File: src/rtl/arith_exec_pkg.sv
package arith_exec_pkg;

    typedef enum logic [2:0] {
        K_ADD,
        K_ADDC,
        K_SUBB,
        K_INC,
        K_DEC,
        K_PTRINC,
        K_NONE
    } op_kind_e;

    typedef enum logic [2:0] {
        S_NONE,
        S_ACC,
        S_REG,
        S_DIR,
        S_IND,
        S_IMM
    } op_src_e;

    typedef struct packed {
        logic     legal;
        op_kind_e kind;
        op_src_e  src;
        logic [1:0] len;
        logic [1:0] cyc;
    } dec_t;

endpackage

File: src/rtl/arith_decode.sv
module arith_decode
    import arith_exec_pkg::*;
(
    input  logic [7:0] opcode,
    output dec_t       dec
);
    logic [3:0] hi_nib;
    logic [3:0] lo_nib;
    logic       grp_arith;
    logic       grp_step;

    assign hi_nib = opcode[7:4];
    assign lo_nib = opcode[3:0];

    always_comb begin
        grp_arith = 1'b0;
        grp_step  = 1'b0;
        dec.legal = 1'b0;
        dec.kind  = K_NONE;
        dec.src   = S_NONE;
        unique case (hi_nib)
            4'h2: begin grp_arith = 1'b1; dec.kind = K_ADD;  end
            4'h3: begin grp_arith = 1'b1; dec.kind = K_ADDC; end
            4'h9: begin grp_arith = 1'b1; dec.kind = K_SUBB; end
            4'h0: begin grp_step  = 1'b1; dec.kind = K_INC;  end
            4'h1: begin grp_step  = 1'b1; dec.kind = K_DEC;  end
            default: dec.kind = K_NONE;
        endcase

        if (grp_arith || grp_step) begin
            if (lo_nib[3]) begin
                dec.src   = S_REG;
                dec.legal = 1'b1;
            end else if (lo_nib[2]) begin
                dec.legal = 1'b1;
                unique case (lo_nib[1:0])
                    2'b00:   dec.src = grp_arith ? S_IMM : S_ACC;
                    2'b01:   dec.src = S_DIR;
                    default: dec.src = S_IND;
                endcase
            end
        end

        if (opcode == 8'hA3) begin
            dec.legal = 1'b1;
            dec.kind  = K_PTRINC;
            dec.src   = S_NONE;
        end

        if (!dec.legal) begin
            dec.kind = K_NONE;
            dec.src  = S_NONE;
        end

        dec.len = ((dec.src == S_DIR) || (dec.src == S_IMM)) ? 2'd2 : 2'd1;
        dec.cyc = ((dec.src == S_DIR) || (dec.src == S_IMM) || (dec.src == S_IND)) ? 2'd2 : 2'd1;
    end
endmodule

File: src/rtl/arith_alu.sv
module arith_alu #(
    parameter int DATA_W = 8
) (
    input  logic              sub,
    input  logic [DATA_W-1:0] a,
    input  logic [DATA_W-1:0] b,
    input  logic              cin,
    output logic [DATA_W-1:0] res,
    output logic              cy,
    output logic              ac,
    output logic              ov
);
    localparam int LO_W  = DATA_W / 2;
    localparam int MID_W = DATA_W - 1 - LO_W;

    logic [DATA_W-1:0] b_eff;
    logic              c_eff;
    logic [LO_W:0]     lo_sum;
    logic [MID_W:0]    mid_sum;
    logic [1:0]        top_sum;

    // Subtraction as a + ~b + ~cin; borrows are the inverted carries.
    assign b_eff = sub ? ~b : b;
    assign c_eff = sub ? ~cin : cin;

    always_comb begin
        lo_sum  = {1'b0, a[LO_W-1:0]} + {1'b0, b_eff[LO_W-1:0]} + {{LO_W{1'b0}}, c_eff};
        mid_sum = {1'b0, a[DATA_W-2:LO_W]} + {1'b0, b_eff[DATA_W-2:LO_W]}
                + {{MID_W{1'b0}}, lo_sum[LO_W]};
        top_sum = {1'b0, a[DATA_W-1]} + {1'b0, b_eff[DATA_W-1]} + {1'b0, mid_sum[MID_W]};
        res     = {top_sum[0], mid_sum[MID_W-1:0], lo_sum[LO_W-1:0]};
        cy      = top_sum[1] ^ sub;
        ac      = lo_sum[LO_W] ^ sub;
        ov      = top_sum[1] ^ mid_sum[MID_W];
    end
endmodule

File: src/rtl/ptr_incr.sv
module ptr_incr #(
    parameter int DATA_W = 8,
    parameter int PTR_W  = 16
) (
    input  logic [PTR_W-1:0] ptr_in,
    output logic [PTR_W-1:0] ptr_out
);
    localparam int NBYTES = PTR_W / DATA_W;

    logic [NBYTES:0] carry;
    assign carry[0] = 1'b1;

    for (genvar gi = 0; gi < NBYTES; gi++) begin : g_byte
        logic [DATA_W:0] lane;
        assign lane = {1'b0, ptr_in[gi*DATA_W +: DATA_W]} + {{DATA_W{1'b0}}, carry[gi]};
        assign ptr_out[gi*DATA_W +: DATA_W] = lane[DATA_W-1:0];
        assign carry[gi+1] = lane[DATA_W];
    end
endmodule

File: src/rtl/arith_exec_unit.sv
module arith_exec_unit
    import arith_exec_pkg::*;
#(
    parameter int DATA_W = 8,
    parameter int RF_AW  = 3,
    parameter int PTR_W  = 16
) (
    input  logic              clk,
    input  logic              rst_n,
    input  logic              issue_i,
    input  logic [7:0]        opcode_i,
    input  logic [DATA_W-1:0] imm_i,
    output logic [RF_AW-1:0]  rf_addr_o,
    input  logic [DATA_W-1:0] rf_data_i,
    output logic [DATA_W-1:0] mem_addr_o,
    input  logic [DATA_W-1:0] mem_data_i,
    output logic              done_o,
    output logic              illegal_o,
    output logic [1:0]        len_o,
    output logic [1:0]        cyc_o,
    output logic              wb_en_o,
    output logic              wb_to_mem_o,
    output logic [DATA_W-1:0] wb_addr_o,
    output logic [DATA_W-1:0] wb_data_o,
    output logic [DATA_W-1:0] acc_o,
    output logic              cy_o,
    output logic              ac_o,
    output logic              ov_o,
    output logic [PTR_W-1:0]  dptr_o
);
    localparam logic [DATA_W-1:0] ONE = DATA_W'(1);

    typedef struct packed {
        logic [DATA_W-1:0] acc;
        logic              cy;
        logic              ac;
        logic              ov;
        logic [PTR_W-1:0]  dptr;
        logic              done;
        logic              illegal;
        logic [1:0]        len;
        logic [1:0]        cyc;
        logic              wb_en;
        logic              wb_mem;
        logic [DATA_W-1:0] wb_addr;
        logic [DATA_W-1:0] wb_data;
    } state_t;

    state_t st_d, st_q;
    dec_t   dec;

    logic [DATA_W-1:0] opnd;
    logic              is_step;
    logic              alu_sub;
    logic              alu_cin;
    logic [DATA_W-1:0] alu_a, alu_b, alu_res;
    logic              alu_cy, alu_ac, alu_ov;
    logic [PTR_W-1:0]  dptr_next;

    arith_decode u_dec (
        .opcode (opcode_i),
        .dec    (dec)
    );

    // Operand read addresses
    assign rf_addr_o  = (dec.src == S_IND) ? RF_AW'(opcode_i[0]) : opcode_i[RF_AW-1:0];
    assign mem_addr_o = (dec.src == S_DIR) ? imm_i : rf_data_i;

    always_comb begin
        unique case (dec.src)
            S_REG:         opnd = rf_data_i;
            S_DIR, S_IND:  opnd = mem_data_i;
            S_IMM:         opnd = imm_i;
            S_ACC:         opnd = st_q.acc;
            default:       opnd = '0;
        endcase
    end

    assign is_step = (dec.kind == K_INC) || (dec.kind == K_DEC);
    assign alu_sub = (dec.kind == K_SUBB) || (dec.kind == K_DEC);
    assign alu_cin = ((dec.kind == K_ADDC) || (dec.kind == K_SUBB)) ? st_q.cy : 1'b0;
    assign alu_a   = is_step ? opnd : st_q.acc;
    assign alu_b   = is_step ? ONE  : opnd;

    arith_alu #(.DATA_W(DATA_W)) u_alu (
        .sub (alu_sub),
        .a   (alu_a),
        .b   (alu_b),
        .cin (alu_cin),
        .res (alu_res),
        .cy  (alu_cy),
        .ac  (alu_ac),
        .ov  (alu_ov)
    );

    ptr_incr #(.DATA_W(DATA_W), .PTR_W(PTR_W)) u_ptr (
        .ptr_in  (st_q.dptr),
        .ptr_out (dptr_next)
    );

    always_comb begin
        st_d         = st_q;
        st_d.done    = issue_i;
        st_d.illegal = 1'b0;
        st_d.len     = 2'd0;
        st_d.cyc     = 2'd0;
        st_d.wb_en   = 1'b0;
        st_d.wb_mem  = 1'b0;
        st_d.wb_addr = '0;
        st_d.wb_data = '0;
        if (issue_i) begin
            st_d.len = dec.len;
            st_d.cyc = dec.cyc;
            unique case (dec.kind)
                K_ADD, K_ADDC, K_SUBB: begin
                    st_d.acc = alu_res;
                    st_d.cy  = alu_cy;
                    st_d.ac  = alu_ac;
                    st_d.ov  = alu_ov;
                end
                K_INC, K_DEC: begin
                    if (dec.src == S_ACC) begin
                        st_d.acc = alu_res;
                    end else begin
                        st_d.wb_en   = 1'b1;
                        st_d.wb_data = alu_res;
                        st_d.wb_mem  = (dec.src != S_REG);
                        st_d.wb_addr = (dec.src == S_REG) ? DATA_W'(opcode_i[RF_AW-1:0])
                                                          : mem_addr_o;
                    end
                end
                K_PTRINC: st_d.dptr = dptr_next;
                default: begin
                    st_d.illegal = 1'b1;
                    st_d.len     = 2'd1;
                    st_d.cyc     = 2'd1;
                end
            endcase
        end
    end

    always_ff @(posedge clk or negedge rst_n) begin
        if (!rst_n) begin
            st_q <= '0;
        end else begin
            st_q <= st_d;
        end
    end

    assign done_o      = st_q.done;
    assign illegal_o   = st_q.illegal;
    assign len_o       = st_q.len;
    assign cyc_o       = st_q.cyc;
    assign wb_en_o     = st_q.wb_en;
    assign wb_to_mem_o = st_q.wb_mem;
    assign wb_addr_o   = st_q.wb_addr;
    assign wb_data_o   = st_q.wb_data;
    assign acc_o       = st_q.acc;
    assign cy_o        = st_q.cy;
    assign ac_o        = st_q.ac;
    assign ov_o        = st_q.ov;
    assign dptr_o      = st_q.dptr;

    // Assertions
    AST_STEP_FLAGS_HOLD: assert property (@(posedge clk) disable iff (!rst_n)
        issue_i && is_step |=> $stable({cy_o, ac_o, ov_o}));

    AST_MEM_STEP_KEEPS_ACC: assert property (@(posedge clk) disable iff (!rst_n)
        issue_i && is_step && (dec.src != S_ACC) |=> $stable(acc_o) && wb_en_o);

    AST_PTR_STEP: assert property (@(posedge clk) disable iff (!rst_n)
        issue_i && (dec.kind == K_PTRINC) |=> dptr_o == PTR_W'($past(dptr_o) + 1'b1));

    AST_PTR_ONLY_ON_A3: assert property (@(posedge clk) disable iff (!rst_n)
        !(issue_i && opcode_i == 8'hA3) |=> $stable(dptr_o));

    AST_ILLEGAL_QUIET: assert property (@(posedge clk) disable iff (!rst_n)
        illegal_o |-> !wb_en_o && done_o && len_o == 2'd1 && cyc_o == 2'd1);

    AST_ILLEGAL_HOLDS_STATE: assert property (@(posedge clk) disable iff (!rst_n)
        issue_i && !dec.legal |=> $stable({acc_o, cy_o, ac_o, ov_o, dptr_o}));

    AST_LEN_RANGE: assert property (@(posedge clk) disable iff (!rst_n)
        done_o |-> (len_o == 2'd1 || len_o == 2'd2));

    AST_CYC_RANGE: assert property (@(posedge clk) disable iff (!rst_n)
        done_o |-> (cyc_o == 2'd1 || cyc_o == 2'd2));

    AST_IDLE_SILENT: assert property (@(posedge clk) disable iff (!rst_n)
        !done_o |-> !wb_en_o && !illegal_o && len_o == 2'd0 && cyc_o == 2'd0);

    AST_IDLE_HOLDS_STATE: assert property (@(posedge clk) disable iff (!rst_n)
        !issue_i |=> $stable({acc_o, cy_o, ac_o, ov_o, dptr_o}));
endmodule

File: config.mk
export PLATFORM = sky130hd
export DESIGN_NAME = arith_exec_unit
export DESIGN_NICKNAME = d
export VERILOG_FILES = /design/src/rtl/arith_exec_pkg.sv /design/src/rtl/arith_decode.sv /design/src/rtl/arith_alu.sv /design/src/rtl/ptr_incr.sv /design/src/rtl/arith_exec_unit.sv
export SDC_FILE = /design/constraint.sdc
export NUM_CORES = 1
export LEC_CHECK = 0
export ABC_AREA = 1
export CAP_MARGIN = 10
export CORE_MARGIN = 1.5
export CORE_UTILIZATION = 44
export DETAILED_ROUTE_END_ITERATION = 6
export PLACE_DENSITY = 0.78
export REMOVE_ABC_BUFFERS = 1
export SETUP_SLACK_MARGIN = 0.4
export SYNTH_ARGS = -nofsm -noshare
export SYNTH_HDL_FRONTEND = slang
export SYNTH_HIERARCHICAL = 1
export SYNTH_SLANG_ARGS = --single-unit
File: constraint.sdc
create_clock -name clk -period 2.75 [get_ports clk]
set_input_delay 0.275 -clock clk [delete_from_list [all_inputs] [get_ports clk]]
set_output_delay 0.275 -clock clk [all_outputs]
set_load 0.01 [all_outputs]
==> results.md, run 1 <==
Route:
- The total iterations of the first detailed-routing run is 4.
- After detailed routing, the number of vias per cell comes to 5.01.
- The post-route DRC violation count is 0.
- Dividing the detail-routed wire length by the instance count gives 13.9 um.
- The remaining antenna violation count is 0.
- For this block, the routed nets add up to 10,700 um of wire.
- The routed layout has 3,864 vias.
- The first routing iteration left 208 violations.

Global route:
- The number of global-route vias before repair is 3,701.
- Entering global routing, the biggest net connects 52 pins.
- The global-route congestion overflow total is 0.
- The first global-routing pass estimated 16,700 um of wire.
- The overall global routing resource usage is 24.4%.
- The initial antenna violation count is 0.

Synth:
- The share of the Yosys chip area taken by registers is 36.3%.
- The top flip-flop cell by instance count after synthesis is sky130_fd_sc_hd__dfrtp_1.
- The Yosys warning count is 6.
- The cell area after synthesis is 3510 sq um.
- The cell count after synthesis is 474.
- Counting distinct cell types in the post-synthesis netlist gives 33.
- The mean instance size in the synthesized netlist is 7.41 sq um.
- Yosys mapped a number of flops with a built-in enable equal to 0.
- The synthesis-stage register bit count is 51.
- The proportion of register bits with asynchronous set or reset after synthesis is 100%.

CTS:
- The TritonCTS buffer count is 5.
- The tree built by TritonCTS fans out to 51 sinks.
- The root buffer cell chosen for the clock tree is sky130_fd_sc_hd__clkbuf_8.
- Clock-pin slew was measured on the worst setup and hold paths at 0.10 ns.
- For this design, the CTS-stage hold fixing added 0 buffers.
- The deepest level of the CTS H-tree is 2.
- The later pin in the worst-skew pair is clocked with a latency of 0.30 ns.
- Counting along the longest clock path gives a buffer depth of 2.
- TritonCTS built the clock tree.

Worst setup path:
- Tracing the worst setup path back leads to its startpoint at opcode_i[7].
- The capturing element type of the critical path is a flip-flop.
- The arrival time of data at the critical path endpoint is 3.79 ns.
- STA classifies the critical path startpoint as a primary input.
- Of all nets on the critical path, the largest fanout is 5.
- The kind of critical path is in2reg.
- The endpoint required time on the critical path is 3.00 ns.
- In this run the critical register-to-register path is launched from acc_o[0].

Final layout:
- The number of nets at the end of the flow is 716.
- In the final layout, flip-flops and latches occupy 1280 sq um.
- The area taken by multi-input logic gates is 2170 sq um.
- The count of filler cells inserted in the layout is 573.
- For this run, the number of standard cells in the final layout without fillers is 771.
- The synthesis-to-finish area growth is 62.6%.
- The repair_antennas step left the layout with diodes totalling 0.
- For this run, the share of the core covered by cells in the final layout is 73.9%.
- The fraction of layout cells with a size suffix above 1 is 33.3%.

Pwr:
- The net switching power of the design is 0.00109 W.
- Of the total power, the share spent switching nets is 36.9%.
- The share of power burned in the clock network is 18.1%.
- The internal power component is 0.00186 W.
- Combinational logic is responsible for 50.9% of the overall power.
- For this design the ratio of total power to cell area is 516 nW/um^2.
- The static leakage power is 2.97 nW.
- The maximum vdd drop is 0.505 mV.
- The sequential share of power is 30.9%.
- The power after layout is 0.00295 W.

STA:
- Static timing analysis puts the maximum clock frequency at 282 MHz.
- Setup repair after global routing could not meet its margin everywhere.
- The least setup slack across all paths after layout is -0.795 ns.
- The worst slew margin relative to its limit is 54.4%.
- After layout, the minimum clock period comes to 3.55 ns.
- The final setup skew is 0.00864 ns.
- The number of hold violations in the final report is 0.
- For the pin with the worst max-slew slack, the measured transition is 0.683 ns.
- The count of final max-slew check failures is 0.
- Setup violations remaining at the end of the flow were counted as 13.
- The worst path uses 129% of the clock period.

Placement:
- The count of buffers added on input and output ports is 96.
- The final RePlAce weighted congestion is 0.873.
- After detailed placement, the design holds a cell count of 730.
- Timing analysis after detailed placement gives a worst setup slack of -1.73 ns.
- Summed over all nets, the half-perimeter wirelength after detailed placement is 7320 um.

Floorplan:
- The floorplan has 32 rows.
- The die height is 92.3 um.
- The number of top-level design ports is 97.
- For this configuration, the core starts out at a cell density of 45.5%.
- The die width is 92.3 um.
- The placeable core region is 7730 sq um.
- The die area is 8530 sq um.

Outcome:
- The checks that failed: negative setup slack.
- The run finished, with violations left.

Job:
- Max-cap violations in this run came to 0.

Min path:
- The path class of the tightest hold or removal check is in2async.
==> synthesized netlist by cell type, types with 3 or more instances <==
| master | n | area share, % |
|---|---|---|
| sky130_fd_sc_hd__o21ai_0 | 21 | 3.0 |
| sky130_fd_sc_hd__xnor2_1 | 8 | 2.0 |
| sky130_fd_sc_hd__nand4_1 | 11 | 2.0 |
| sky130_fd_sc_hd__nand3_1 | 42 | 6.0 |
| sky130_fd_sc_hd__inv_1 | 66 | 7.1 |
| sky130_fd_sc_hd__dfrtp_1 | 51 | 36 |
| sky130_fd_sc_hd__inv_2 | 5 | 0.53 |
| sky130_fd_sc_hd__nor2_2 | 6 | 1.1 |
| sky130_fd_sc_hd__o21bai_1 | 9 | 1.9 |
| sky130_fd_sc_hd__nor2_1 | 61 | 6.5 |
| sky130_fd_sc_hd__fa_1 | 5 | 2.9 |
| sky130_fd_sc_hd__a21oi_1 | 3 | 0.43 |
| sky130_fd_sc_hd__ha_1 | 8 | 2.9 |
| sky130_fd_sc_hd__xor2_1 | 10 | 2.5 |
| sky130_fd_sc_hd__mux2_2 | 16 | 5.1 |
| sky130_fd_sc_hd__buf_2 | 4 | 0.57 |
| sky130_fd_sc_hd__nand2_1 | 126 | 13 |
==> state kept, by name (all words and copies together), names as in the netlist <==
signal / cells
wb_to_mem_o: 1
wb_addr_o: 8
dptr_o: 16
done_o: 1
wb_en_o: 1
cyc_o: 2
wb_data_o: 8
len_o: 2
cy_o: 1
ov_o: 1
illegal_o: 1
acc_o: 8
ac_o: 1
==> worst paths after layout <==
| kind | end | slack (ns) | cells after the start |
|---|---|---|---|
| max | acc_o[7] | -0.80 | 28 |
| min | wb_addr_o[5] | 0.08 | 2 |
| max reg2reg | acc_o[7] | -0.31 | 19 |
| min reg2reg | ac_o | 0.48 | 2 |
| max in group asynchronous | acc_o[0] | 2.20 | 2 |
| min in group clk | wb_addr_o[2] | 0.48 | 6 |
==> cell type report <==
cell class | instances | share of cell area, %
flip-flops and latches | 51 | 22.4
clock buffers | 5 | 1.21
well taps | 102 | 2.24
multi-input cells | 344 | 37.9
clock inverters | 3 | 0.767
inverters | 71 | 4.80
repair buffers | 195 | 30.7
==> power by group through the flow <==
stage | Sequential (W) | Clock, W | Combinational [W]
2_1_floorplan | 0.000966 | 0 | 0.000534
3_3_place_gp | 0.000923 | 0 | 0.00116
3_5_place_dp | 0.000926 | 0 | 0.00118
4_1_cts | 0.000910 | 0.000547 | 0.00135
5_1_grt | 0.000920 | 0.000579 | 0.00164
6_report | 0.000911 | 0.000534 | 0.00150
==> cells in the final DEF, fill, tap and decap left out, types with 5 or more instances in the layout <==
master / count
sky130_fd_sc_hd__nand2_1: 116
sky130_fd_sc_hd__nand3_2: 9
sky130_fd_sc_hd__o21ai_1: 5
sky130_fd_sc_hd__ha_1: 8
sky130_fd_sc_hd__o21ai_0: 7
sky130_fd_sc_hd__dfrtp_1: 51
sky130_fd_sc_hd__inv_1: 54
sky130_fd_sc_hd__nor2_4: 5
sky130_fd_sc_hd__clkbuf_8: 5
sky130_fd_sc_hd__inv_2: 14
sky130_fd_sc_hd__nand4_1: 11
sky130_fd_sc_hd__mux2_2: 16
sky130_fd_sc_hd__nand2_2: 12
sky130_fd_sc_hd__clkdlybuf4s50_1: 79
sky130_fd_sc_hd__fa_2: 5
sky130_fd_sc_hd__buf_6: 19
sky130_fd_sc_hd__dlygate4sd2_1: 5
sky130_fd_sc_hd__o21bai_1: 9
sky130_fd_sc_hd__nand3_1: 32
sky130_fd_sc_hd__nor2_1: 54
sky130_fd_sc_hd__o21ai_2: 10
sky130_fd_sc_hd__xor2_1: 7
sky130_fd_sc_hd__nor2_2: 10
sky130_fd_sc_hd__buf_4: 82
sky130_fd_sc_hd__xnor2_1: 5
==> critical path, stage by stage <==
cell,delay [ns]
sky130_fd_sc_hd__buf_8,0.08
sky130_fd_sc_hd__inv_4,0.03
sky130_fd_sc_hd__nor2_4,0.10
sky130_fd_sc_hd__nand2_2,0.08
sky130_fd_sc_hd__nand2_4,0.08
sky130_fd_sc_hd__nand3_4,0.09
sky130_fd_sc_hd__nor3_4,0.25
sky130_fd_sc_hd__buf_6,0.17
sky130_fd_sc_hd__nor3_4,0.04
sky130_fd_sc_hd__nand2_1,0.06
sky130_fd_sc_hd__nand2_2,0.07
sky130_fd_sc_hd__buf_6,0.11
sky130_fd_sc_hd__o21bai_1,0.16
sky130_fd_sc_hd__nand2_1,0.09
sky130_fd_sc_hd__inv_2,0.06
sky130_fd_sc_hd__fa_2,0.19
sky130_fd_sc_hd__inv_2,0.04
sky130_fd_sc_hd__fa_2,0.34
sky130_fd_sc_hd__nand3_2,0.09
sky130_fd_sc_hd__nand2_2,0.07
sky130_fd_sc_hd__fa_2,0.37
sky130_fd_sc_hd__nand2_2,0.10
sky130_fd_sc_hd__nand2_2,0.07
sky130_fd_sc_hd__nand2_2,0.08
sky130_fd_sc_hd__fa_2,0.45
sky130_fd_sc_hd__inv_2,0.09
sky130_fd_sc_hd__nand3_2,0.07
sky130_fd_sc_hd__nand2_1,0.06
==> timing repair <==
item / in CTS / in global routing
cloned: 0 / 0
gates resized for setup: 99 / 57
setup endpoints to repair: 33 / 29
buffers inserted: 23 / 10
pin swaps: 45 / 40
==> kinds of logic after synthesis <==
kind of cell / count (synthesis) / share of synthesized area, %
AO/OA/AOI/OAI: 36 / 5.98
AND/OR/NAND/NOR: 261 / 33.3
XOR/XNOR: 18 / 4.49
flip-flops: 51 / 36.3
multiplexers: 16 / 5.13
adder cells (fa/ha/maj): 13 / 5.70
buffers and inverters: 79 / 9.01
==> stage by stage <==
stage                     TNS [ns]  instance area (sq um)  hold WS (ns)
after floorplan             -22.31                   3460       -0.0206
after detailed placement    -24.01                   5050         0.441
final                        -7.25                   5710        0.0822
after CTS                    -7.15                   5460         0.115
after global routing         -9.45                   5710         0.141
after global placement      -20.90                   5050         0.433
==> routing by layer <==
| layer | track usage (%) | share of wire, % | vias to the layer above |
|---|---|---|---|
| met5 | 0 | 0 | - |
| met4 | 11.3 | 3.6 | 0 |
| met3 | 4.19 | 5.0 | 35 |
| met2 | 43.1 | 51 | 139 |
| met1 | 28.8 | 41 | 1814 |
| li1 | - | - | 1876 |
No activity file was read; power rests on OpenSTA's default activity.
==> run 2, diff against run 1 <==
Settings changed: REMOVE_ABC_BUFFERS 1 to unset, SLEW_MARGIN set to 20.
==> run 2 against run 1 <==
The run still ends with negative setup slack left. Die area unchanged. Worst hold slack got worse by 0.015 ns. Fmax decreased by 2.1%. Register-to-register slack improved by 0.03 ns. First-iteration DRC count decreased by 7.2%. Combinational power grew 3%. Clock skew decreased by 0.0052 ns. Cell count grew 1.4%. Core utilization up 3.1 points. Setup slack worse by 0.077 ns. Clock power increased by 3%. Sequential cell count did not move.
==> results.md, run 2 (same netlist as run 1, synthesis figures left out) <==
Outcome:
- The run finished, with violations left.
- The final reports fail on negative setup slack.

CTS:
- The post-CTS clock slew at the launch and capture registers of the worst setup and hold paths is 0.10 ns.
- TritonCTS built the clock tree.
- For this design, the CTS-stage hold fixing added 0 buffers.
- The latest clock arrival within the worst-skew pair is 0.31 ns.
- The TritonCTS buffer count is 5.
- The tree is rooted in a sky130_fd_sc_hd__clkbuf_8.
- The number of clock sinks is 51.
- The H-tree was split into 2 levels.
- The clock passes through at most 2 buffers.

Floorplan:
- Measured along the y axis, the die boundary spans 92.3 um.
- The core region is 7730 sq um.
- Once the floorplan was initialized, standard cells occupied 45.5% of the core.
- The die area is 8530 sq um.
- The number of top-level design ports is 97.
- After floorplanning, the core was divided into 32 placement rows.
- The floorplan step set the die width to 92.3 um.

Pwr:
- Of the total power, combinational logic draws 51.3%.
- In this run, the clock network consumes 18.3% of the power.
- The static leakage power is 3.04 nW.
- The internal power component is 0.00187 W.
- The net switching power of the design is 0.00113 W.
- Net switching is 37.7% of the power.
- Total power for the finished layout comes to 0.00300 W.
- Power spread over the standard cell area amounts to 504 nW/um^2.
- Registers are responsible for 30.5% of the overall power.
- The maximum vdd drop is 0.536 mV.

Final layout:
- The count of filler cells inserted in the layout is 512.
- At the end of the flow, the number of nets in the layout was 727.
- Relative to the synthesized area, the layout overhead comes to 69.4%.
- In the final layout, the share of cells above drive strength 1 is 36.5%.
- The count of antenna diodes in the layout is 0.
- The cell area after layout is 5950 sq um.
- Once layout is complete, the utilization of the core stands at 77.0%.
- Leaving out fill and tap cells, the most frequent cell in the layout is sky130_fd_sc_hd__nand2_1.
- The top cell types in the final layout, fill and taps aside, are sky130_fd_sc_hd__nand2_1 (109), sky130_fd_sc_hd__buf_4 (90), sky130_fd_sc_hd__clkdlybuf4s50_1 (78), sky130_fd_sc_hd__inv_1 (56), sky130_fd_sc_hd__nor2_1 (54).
- The non-filler instance count after layout is 782.
- The number of flip-flops under the largest register name is 16.

Global route:
- The number of global-route vias before repair is 4,019.
- The wire length of the first global-routing pass is 18,500 um.
- The initial antenna violation count is 0.
- Summed over all layers, the global routing overflow is 0.
- The largest net degree at the start of global routing is 52.
- Global routing consumed, over all layers together, 27.4% of the routing resources.

Route:
- The remaining antenna violation count is 0.
- The total iterations of the first detailed-routing run is 5.
- The wire length per cell after detailed routing is 15.3 um.
- The DRC violation total after the first TritonRoute iteration is 193.
- Dividing the detail-routed via count by the number of cells gives 5.25.
- For this run, design rule violations remaining after detail routing come to 0.
- The routed design has 12,000 um of wire.
- The number of vias after detailed routing is 4,107.

Worst setup path:
- At the worst endpoint, the arrival time is 3.87 ns.
- The worst setup path is captured at a flip-flop.
- The setup slack of the most critical reg-to-reg path is -0.28 ns.
- The maximum fanout along the worst path is 7.
- The worst setup path is of the in2reg kind.
- Counting cells, the worst reg-to-reg path comes to 18.
- The endpoint required time on the critical path is 3.00 ns.
- Tracing the worst setup path back leads to its startpoint at opcode_i[5].
- In this run the critical register-to-register path is launched from acc_o[0].
- The nature of the critical path startpoint is a primary input.

STA:
- The minimum period implied by the final worst setup slack is 3.62 ns.
- The final setup skew is 0.00349 ns.
- The transition time at the pin with the least slew margin is 0.653 ns.
- The period utilization is 132%.
- Setup repair after global routing could not meet its margin everywhere.
- The least setup slack across all paths after layout is -0.872 ns.
- Setup violations remaining at the end of the flow were counted as 13.
- The fmax is 276 MHz.
- The worst slew margin relative to its limit is 56.5%.
- The number of hold violations in the final report came to 0.
- The count of final max-slew check failures is 0.

Placement:
- The area of placed instances is 5220 sq um.
- Input and output buffers added on the ports amount to 96.
- The final RePlAce weighted congestion is 0.909.
- The half-perimeter wire length after detailed placement is 7680 um.
- The minimum setup slack after placement is -1.52 ns.
- The number of placed instances with taps included is 741.

Min path:
- The min-delay analysis places its worst path in the category in2async.

Synth:
- The number of nets produced by synthesis is 522.

Job:
- The number of maximum-capacitance constraint violations is 0.
## run 2: cell types whose count changed in the layout (fill, tap and decap cells not counted), moves of 6 or more
cell / before / now
sky130_fd_sc_hd__nor2_2: 10 / 4
sky130_fd_sc_hd__nand2_1: 116 / 109
sky130_fd_sc_hd__buf_4: 82 / 90
sky130_fd_sc_hd__nor2_4: 5 / 11
## run 2: routing by layer
layer  global-route usage [%]  wire, um
met5                        0         0
met4                     10.3       454
met3                     4.11       694
met2                     50.4      6260
met1                     31.8      4550
## run 2: final timing paths
kind	endpoint
max	wb_data_o[7]
min	cyc_o[1]
max reg2reg	wb_data_o[7]
min reg2reg	ov_o
max in group asynchronous	dptr_o[0]
min in group clk	wb_addr_o[1]
## run 2: power groups by stage
stage | clock network (W) | logic (W) | registers [W]
4_1_cts | 0.000561 | 0.00138 | 0.000910
5_1_grt | 0.000588 | 0.00166 | 0.000923
3_5_place_dp | 0 | 0.00124 | 0.000923
2_1_floorplan | 0 | 0.000577 | 0.000966
6_report | 0.000548 | 0.00154 | 0.000914
3_3_place_gp | 0 | 0.00121 | 0.000921
## run 2: what timing repair did
| item | CTS | global route |
|---|---|---|
| pin swaps | 44 | 40 |
| setup endpoints to repair | 29 | 31 |
| buffers inserted | 25 | 8 |
| resized for setup | 107 | 64 |
## run 2: through the flow
stage	setup TNS (ns)	hold slack (ns)
2_1_floorplan	-7.90	-0.0206
3_3_place_gp	-18.79	0.430
3_5_place_dp	-21.41	0.443
4_1_cts	-7.18	0.103
5_1_grt	-10.26	0.134
6_report	-8.04	0.0675
## run 2: area by class of cell
class	count	area (sq um)	share of cell area [%]
well taps	102	128	2.15
inverters	71	280	4.71
clock buffers	5	68.8	1.16
repair buffers	206	1850	31.1
clock inverters	3	46.3	0.778
multi-input cells	344	2300	38.6
flip-flops and latches	51	1280	21.5
## run 2: critical path: stages
cell and delay [ns]:
sky130_fd_sc_hd__buf_6 0.11, sky130_fd_sc_hd__nor2_4 0.11, sky130_fd_sc_hd__nand2_2 0.09, sky130_fd_sc_hd__nand2_4 0.09, sky130_fd_sc_hd__nand3_4 0.10, sky130_fd_sc_hd__nor3_4 0.13, sky130_fd_sc_hd__buf_6 0.18, sky130_fd_sc_hd__buf_4 0.13
sky130_fd_sc_hd__nand4_1 0.20, sky130_fd_sc_hd__o21ai_4 0.16, sky130_fd_sc_hd__nor2_4 0.06, sky130_fd_sc_hd__nand2_4 0.08, sky130_fd_sc_hd__xnor2_4 0.12, sky130_fd_sc_hd__fa_2 0.22, sky130_fd_sc_hd__inv_2 0.04, sky130_fd_sc_hd__fa_2 0.34
sky130_fd_sc_hd__nand3_2 0.11, sky130_fd_sc_hd__nand2_2 0.08, sky130_fd_sc_hd__fa_2 0.37, sky130_fd_sc_hd__nand2_2 0.09, sky130_fd_sc_hd__nand2_2 0.06, sky130_fd_sc_hd__nand2_2 0.07, sky130_fd_sc_hd__fa_2 0.44, sky130_fd_sc_hd__inv_2 0.08
sky130_fd_sc_hd__inv_2 0.04, sky130_fd_sc_hd__nor2_2 0.09
==> run 3, diff against run 2 <==
Settings changed: CAP_MARGIN 10 to 20.
==> results of run 3 <==
Final layout, timing and power as in run 2 (identical DEF).
